### src/rtl/ecc_stat_pkg.sv
package ecc_stat_pkg;
  typedef enum logic [1:0] {
    CLS_CLEAN  = 2'd0,
    CLS_CORR   = 2'd1,
    CLS_UNCORR = 2'd2,
    CLS_ERASED = 2'd3
  } chunk_cls_e;
endpackage

### src/rtl/ecc_stat_classify.sv
module ecc_stat_classify
  import ecc_stat_pkg::*;
#(
  parameter int STAT_W      = 8,
  parameter int MAX_CORR    = 40,
  parameter int ERASED_CODE = 255,
  parameter int UNCORR_CODE = 254
) (
  input  logic [STAT_W-1:0] stat,
  output chunk_cls_e        cls,
  output logic [STAT_W-1:0] corr_bits
);
  localparam logic [STAT_W-1:0] ErasedV = STAT_W'(ERASED_CODE);
  localparam logic [STAT_W-1:0] UncorrV = STAT_W'(UNCORR_CODE);
  localparam logic [STAT_W-1:0] LimitV  = STAT_W'(MAX_CORR);

  always_comb begin
    corr_bits = '0;
    if (stat == '0)           cls = CLS_CLEAN;
    else if (stat == ErasedV) cls = CLS_ERASED;
    else if (stat == UncorrV || stat > LimitV) cls = CLS_UNCORR;
    else begin
      cls       = CLS_CORR;
      corr_bits = stat;
    end
  end
endmodule

### src/rtl/ecc_stat_sat_acc.sv
module ecc_stat_sat_acc #(
  parameter int W     = 16,
  parameter int INC_W = 8
) (
  input  logic             clk,
  input  logic             rst,
  input  logic             en,
  input  logic             clr,
  input  logic [INC_W-1:0] inc,
  output logic [W-1:0]     q
);
  logic [W-1:0] base;
  logic [W:0]   wide;

  always_comb begin
    base = clr ? '0 : q;
    wide = {1'b0, base} + (W+1)'(inc);
  end

  always_ff @(posedge clk) begin
    if (rst)     q <= '0;
    else if (en) q <= wide[W] ? '1 : wide[W-1:0];
  end


  sat_hold_chk: assert property (@(posedge clk) disable iff (rst)
    (en && !clr && q == '1) |=> q == '1);

  acc_idle_chk: assert property (@(posedge clk) disable iff (rst)
    !en |=> $stable(q));
endmodule

### src/rtl/ecc_chunk_stat_agg.sv
module ecc_chunk_stat_agg
  import ecc_stat_pkg::*;
#(
  parameter int STAT_W      = 8,
  parameter int SUM_W       = 16,
  parameter int CNT_W       = 8,
  parameter int MAX_CORR    = 40,
  parameter int ERASED_CODE = 255,
  parameter int UNCORR_CODE = 254
) (
  input  logic              clk,
  input  logic              rst,
  input  logic              in_valid,
  input  logic              in_first,
  input  logic              in_last,
  input  logic [STAT_W-1:0] in_stat,
  output logic              done,
  output logic [SUM_W-1:0]  sum_bits,
  output logic [STAT_W-1:0] max_bits,
  output logic [CNT_W-1:0]  uncorr_cnt,
  output logic [CNT_W-1:0]  erased_cnt,
  output logic              page_fail
);
  chunk_cls_e        cls;
  logic [STAT_W-1:0] corr_bits;
  logic              is_unc, is_era, clr;

  ecc_stat_classify #(
    .STAT_W(STAT_W), .MAX_CORR(MAX_CORR),
    .ERASED_CODE(ERASED_CODE), .UNCORR_CODE(UNCORR_CODE)
  ) cls_i (.stat(in_stat), .cls(cls), .corr_bits(corr_bits));

  assign is_unc = (cls == CLS_UNCORR);
  assign is_era = (cls == CLS_ERASED);
  assign clr    = in_first;

  ecc_stat_sat_acc #(.W(SUM_W), .INC_W(STAT_W)) sum_i (
    .clk(clk), .rst(rst), .en(in_valid), .clr(clr), .inc(corr_bits), .q(sum_bits));
  ecc_stat_sat_acc #(.W(CNT_W), .INC_W(1)) unc_i (
    .clk(clk), .rst(rst), .en(in_valid), .clr(clr), .inc(is_unc), .q(uncorr_cnt));
  ecc_stat_sat_acc #(.W(CNT_W), .INC_W(1)) era_i (
    .clk(clk), .rst(rst), .en(in_valid), .clr(clr), .inc(is_era), .q(erased_cnt));

  logic [STAT_W-1:0] max_base;
  assign max_base = clr ? '0 : max_bits;

  always_ff @(posedge clk) begin
    if (rst) begin
      max_bits  <= '0;
      page_fail <= 1'b0;
      done      <= 1'b0;
    end else begin
      done <= in_valid && in_last;
      if (in_valid) begin
        max_bits  <= (corr_bits > max_base) ? corr_bits : max_base;
        page_fail <= (clr ? 1'b0 : page_fail) | is_unc;
      end
    end
  end


  done_pulse_chk: assert property (@(posedge clk) disable iff (rst)
    (in_valid && in_last) |=> done);

  done_only_chk: assert property (@(posedge clk) disable iff (rst)
    !(in_valid && in_last) |=> !done);

  fail_sticky_chk: assert property (@(posedge clk) disable iff (rst)
    (page_fail && !(in_valid && in_first)) |=> page_fail);

  unc_fail_chk: assert property (@(posedge clk) disable iff (rst)
    (uncorr_cnt != '0) |-> page_fail);

  max_limit_chk: assert property (@(posedge clk) disable iff (rst)
    max_bits <= STAT_W'(MAX_CORR));

  max_idle_chk: assert property (@(posedge clk) disable iff (rst)
    !in_valid |=> ($stable(max_bits) && $stable(page_fail)));
endmodule

### config.mk
export PLATFORM = sky130hd
export DESIGN_NAME = ecc_chunk_stat_agg
export DESIGN_NICKNAME = d
export VERILOG_FILES = /design/src/rtl/ecc_stat_pkg.sv /design/src/rtl/ecc_stat_classify.sv /design/src/rtl/ecc_stat_sat_acc.sv /design/src/rtl/ecc_chunk_stat_agg.sv
export SDC_FILE = /design/constraint.sdc
export NUM_CORES = 1
export LEC_CHECK = 0
export ABC_CLOCK_PERIOD_IN_PS = 4200
export BUFFER_PORTS_ARGS = -buffer_cell sky130_fd_sc_hd__buf_2
export CAP_MARGIN = 0
export CELL_PAD_IN_SITES_DETAIL_PLACEMENT = 1
export CELL_PAD_IN_SITES_GLOBAL_PLACEMENT = 1
export CORE_MARGIN = 10
export CORE_UTILIZATION = 43
export CTS_BUF_LIST = sky130_fd_sc_hd__clkbuf_16
export DETAILED_ROUTE_END_ITERATION = 8
export PLACE_DENSITY_LB_ADDON = 0.1
export SETUP_SLACK_MARGIN = 0.15
export SYNTH_ARGS = -nofsm -noshare
export SYNTH_HDL_FRONTEND = slang
export SYNTH_HIERARCHICAL = 1
export SYNTH_SLANG_ARGS = --single-unit
export TNS_END_PERCENT = 1
### constraint.sdc
create_clock -name clk -period 4.2 [get_ports clk]
set_clock_uncertainty 0.2 [all_clocks]
set_input_delay 0.84 -clock clk [delete_from_list [all_inputs] [get_ports clk]]
set_output_delay 0.84 -clock clk [all_outputs]
set_load 0.03 [all_outputs]
# == After elaboration in Yosys (flattened, before gate mapping) ==
# Index checks and enable logic that the tools add are counted.
# totals
reg_bits,42
inputBits,13
output_inout_bits,42
# classes
add_sub_neg,3
magnitude_cmp,2
n_eq_ne,4
n_mux,15
bitwise_logic,1
n_reduce_logical,3
# ops
cell,count
$mux 8,9
$mux 16,2
$add 8x1->9,2
$add 16x8->17,1
$eq 8x8->1 const B,2
$gt 8x6->1 const B,1
$gt 8x8->1,1
$logic_not 8->1,1
$mux 2,3
$eq 2x2->1 const B,2
$logic_and 1x1->1,1
$logic_or 1x1->1,1
$mux 1,1
$or 1x1->1,1

# == Logic depth before layout (Yosys ltp) ==
# logic_depth
ltp_word,8
depth_mapped,11
ltp_nobuf,10

# == Hierarchy ==
# Netlist, hierarchy kept.
# modules_own_cells
module,instances,cells_each,area_each_um2
ecc_stat_sat_acc at sum_i,1,135,1202.4
ecc_stat_sat_acc at era_i ...,2,57,523.0
ecc_chunk_stat_agg,1,73,714.4
ecc_stat_classify,1,20,135.1

# == Worst setup path after synthesis ==
# No wires, ideal clock.
# synth_path
path_kind,input -> register
from,in in_first
to,reg sum_i.q[8]
t_arrival_ns,3.236
t_required_ns,3.920
path_slack_ns,0.684
cell_stages,11
path_buffers,3
path_cell_list,clkbuf_1 -> clkbuf_1 -> nor2b_1 -> ha_1 -> fa_1 -> a211oi_2 -> nor3_1 -> or2_1 -> buf_6 -> mux2_4 -> a211oi_2
# synth_between
elab_chain_len,3
# synth_lines
item,line,text
"start, declared",ecc_chunk_stat_agg.sv:14,"input logic in_first,"
$mux 16,ecc_stat_sat_acc.sv:16,base = clr ? '0 : q;
$add 16x8->17,ecc_stat_sat_acc.sv:17,"wide = {1'b0, base} + (W+1)'(inc);"
$mux 16,ecc_stat_sat_acc.sv:22,else if (en) q <= wide[W] ? '1 : wide[W-1:0];
"end signal, assigned",ecc_stat_sat_acc.sv:22,
"end, declared",ecc_stat_sat_acc.sv:10,output logic [W-1:0] q
# No other way between the ends.
# A chain may end at the register's enable or synchronous reset.

# == Final worst setup path ==
# layout_path
from,in in_stat[5]
to,reg sum_i.q[8]
# layout_between
elab_chain_len,7
elab_cells_between_ends,10
# layout_lines
item,line,text
"start, declared",ecc_chunk_stat_agg.sv:16,"input logic [STAT_W-1:0] in_stat,"
$gt 8x6->1 or $eq 8x8->1 (tied branches),ecc_stat_classify.sv:21,else if (stat == UncorrV || stat > LimitV) cls = CLS_UNCORR;
$logic_or 1x1->1,ecc_stat_classify.sv:21,
$mux 8,ecc_stat_classify.sv:21,
$mux 8,ecc_stat_classify.sv:20,else if (stat == ErasedV) cls = CLS_ERASED;
$mux 8 (*),ecc_stat_classify.sv:19,if (stat == '0) cls = CLS_CLEAN;
net corr_bits[0],ecc_chunk_stat_agg.sv:25,logic [STAT_W-1:0] corr_bits;
$add 16x8->17 (*),ecc_stat_sat_acc.sv:17,
$mux 16 (*),ecc_stat_sat_acc.sv:22,
# The timed path passes the listed nets; every way through them passes the cells marked *.

==> impl_metrics.tcl <==
set metrics [dict create \
    status "completed" \
    htree_levels 2 \
    startpoint_type "input pin" \
    die_y_um 105 \
    cts_buffers 5 \
    placed_cells 477 \
    fin_cells 485 \
    path_clk_slew_ns 0.06 \
    clock_latency_ns 0.29 \
    grt_usage_pct 14.9 \
    reg2reg_slack_ns 1.47 \
    antenna_left 0 \
    fin_nets 422 \
    synth_cells 342 \
    p_comb_share_pct 17.7 \
    ctsRootBufferMaster "clkbuf_16" \
    start_util_pct 44.9 \
    place.gp.congestion 0.757 \
    relSlewSlack_pct 50.6 \
    worst_ep_required_time_ns 4.20 \
    r2r_cells 8 \
    seq_area_frac_synth_pct 27.1 \
    hp-class "flop to flop" \
    power_leakage_nw 1.47 \
    max-vdd-ir-drop_mv 0.141 \
    ys_ff_latch 42 \
    synth_cell_types 71 \
    internal_power_uw 755 \
    criticalPathCategory "input pin to flop" \
    die_w_um 105 \
    fmax_ghz 0.291 \
    routedWlPerCell_um 17.3 \
    timing.rr.start "sum_i/q[0]" \
    hpwl_um 6280 \
    num_rows 30 \
    p_seq_share_pct 40.0 \
    grt_first_pass_wirelength_um 14100 \
    cts_tree "yes" \
    finalPower_mw 1.05 \
    fin_tns_setup_ns 0 \
    cp_max_fo 8 \
    swShare_pct 28.1 \
    tightest_slew_ns 0.741 \
    viasPerCell 5.85 \
    p_clk_share_pct 42.3 \
    rsz0062_at_grt "no" \
    power.net_switching_uw 295 \
    nFillCells 855 \
    cts.sinks 42 \
    diodes 0 \
    first_pass_iters 4 \
    setup_violations 0 \
    yosys_warnings 6 \
    holdPathStages 2 \
    antenna_found_initial 0 \
    post_cts_resized 0 \
    fin_hold_ws_ns 0.306 \
    coreArea_sq_um 6910 \
    portBuffers 54 \
    final_core_util_pct 51.7 \
    hold_start "sum_i/q[3]" \
    synth_area_per_cell_sq_um 9.06 \
    hold_violations 0 \
    fin_crit_sh_pct 81.7 \
    gr-total-overflow 0 \
    maxCapViolations 0 \
    drt-initial-drc-count 58 \
    synthFlopType "dfxtp_1" \
    crit_arrival_ns 3.43 \
    num_vias 2836 \
    grt_pass1_vias 2862 \
    cts_buffer_depth 2 \
    synth-edff-count 0 \
    hold_path_end "sum_i/q[3]" \
    cellPowerDensity_nw_per_um2 294 \
    ctsHoldBuffers 0 \
    grt_max_degree 38 \
    finalMaxSlewViolations 0 \
    cp-end-kind "flop" \
    drive_gt1_share_pct 28.5 \
    io_pins 55 \
    seq_area_sq_um 841 \
    cts_setup_buffers 0 \
    timing.rr.end "sum_i/q[8]" \
    synthToLayoutAreaGrowth_pct 15.2 \
    dieArea_sq_um 11000 \
    netlist_area_sq_um 3100 \
    synthArstFlopShare_pct 0 \
    drcViolationCount 0 \
    layout_min_cycle_time_ns 3.43 \
    routed_wl_um 8410 \
    multi_input_area_sq_um 2060 \
]
[layer usage]
layer  track usage (%)  vias up  wire length [um]
met2              25.5       48              4130
li1                  -     1391                 -
met5                 0        -                 0
met1              18.0     1387              3820
met4              4.02        0               116
met3              3.99       10               344
[area by class of cell]
cell class,instances,area share [%]
Tap cell,96,3.36
Multi-Input combinational cell,259,57.7
Sequential cell,42,23.6
Clock buffer,5,3.51
Inverter,22,2.31
Clock inverter,3,1.12
Timing Repair Buffer,58,8.41
[power groups by stage]
stage | Combinational [mW] | Clock, mW | Sequential [mW]
after floorplan | 0.118 | 0 | 0.451
after global placement | 0.183 | 0 | 0.429
after detailed placement | 0.186 | 0 | 0.430
after CTS | 0.187 | 0.456 | 0.421
after global routing | 0.205 | 0.475 | 0.422
final | 0.186 | 0.444 | 0.421
[flip-flops by register name, indices dropped and copies added (netlist names)]
| signal | flops |
|---|---|
| unc_i/q | 8 |
| era_i/q | 8 |
| page_fail | 1 |
| sum_i/q | 16 |
| max_bits | 8 |
| done | 1 |
[worst max-delay path, stage by stage]
cell and delay (ns):
buf_2 0.12, nand2_1 0.10, o21a_4 0.23, and2_1 0.17
ha_1 0.24, fa_1 0.44, a211oi_2 0.28, nor3_1 0.10
or2_1 0.36, mux2_4 0.34, a211oi_2 0.21
[logic make-up (layout without fill, tap and decap cells)]
logic type      Yosys count  in the layout  share of synthesized area [%]
compound gates          105            105                           30.7
fa+ha+maj                21             21                           8.72
xor+xnor                  6              6                           1.70
other cells               1              2                          0.121
buf+inv                  42             88                           6.46
flops                    42             42                           27.1
simple gates            121            121                           23.7
mux                       4              4                           1.49
[placed cells by master, fill, tap and decap left out, types with 10 or more instances in the layout]
master   instances
a21oi_1         14
a31oi_1         13
buf_2           54
dfxtp_1         42
ha_1            20
inv_1           22
nand4_1         10
nor2_1          23
nor2b_1         14
[worst max path at each step]
stage	cells after the start	slack [ns]	end	from
2_1_floorplan	11	0.68	sum_i/q[8]	in_first
3_3_place_gp	11	0.61	sum_i/q[8]	in_stat[5]
3_5_place_dp	11	0.51	sum_i/q[8]	in_stat[5]
4_1_cts	11	0.78	sum_i/q[8]	in_stat[5]
5_1_grt	11	0.63	sum_i/q[8]	in_stat[5]
6_report	11	0.77	sum_i/q[8]	in_stat[5]
[synth_stat cells (3+ instances only)]
cell type / n / share of area [%]
nand2b_1: 9 / 1.8
a211oi_2: 8 / 3.2
nor4_1: 3 / 0.61
dfxtp_1: 42 / 27
o31ai_1: 3 / 0.73
xor2_1: 3 / 0.85
buf_4: 4 / 0.97
nand2_1: 9 / 1.1
a311oi_1: 8 / 2.3
o32ai_2: 8 / 4.2
buf_6: 3 / 1.1
o21ai_0: 3 / 0.48
a31oi_1: 13 / 2.6
nor2b_1: 14 / 2.8
a21o_1: 3 / 0.73
nand4_1: 10 / 2.0
and2_1: 7 / 1.4
clkbuf_1: 8 / 0.97
nor2_1: 23 / 2.8
nand3_1: 7 / 1.1
xnor2_1: 3 / 0.85
a41o_1: 3 / 0.97
nor3b_1: 4 / 0.97
a21oi_1: 14 / 2.3
o211ai_1: 4 / 0.97
nor3_1: 5 / 0.81
and4_1: 4 / 1.1
inv_1: 22 / 2.7
a211oi_1: 9 / 2.2
ha_1: 20 / 8.1
[metrics by stage]
stage | setup WS, ns | instance area (sq um)
final | 0.769 | 3570
after global routing | 0.625 | 3570
after CTS | 0.782 | 3570
after detailed placement | 0.512 | 3400
after global placement | 0.606 | 3400
after floorplan | 0.684 | 3100
Note: power is estimated with default switching activity, not from simulation.
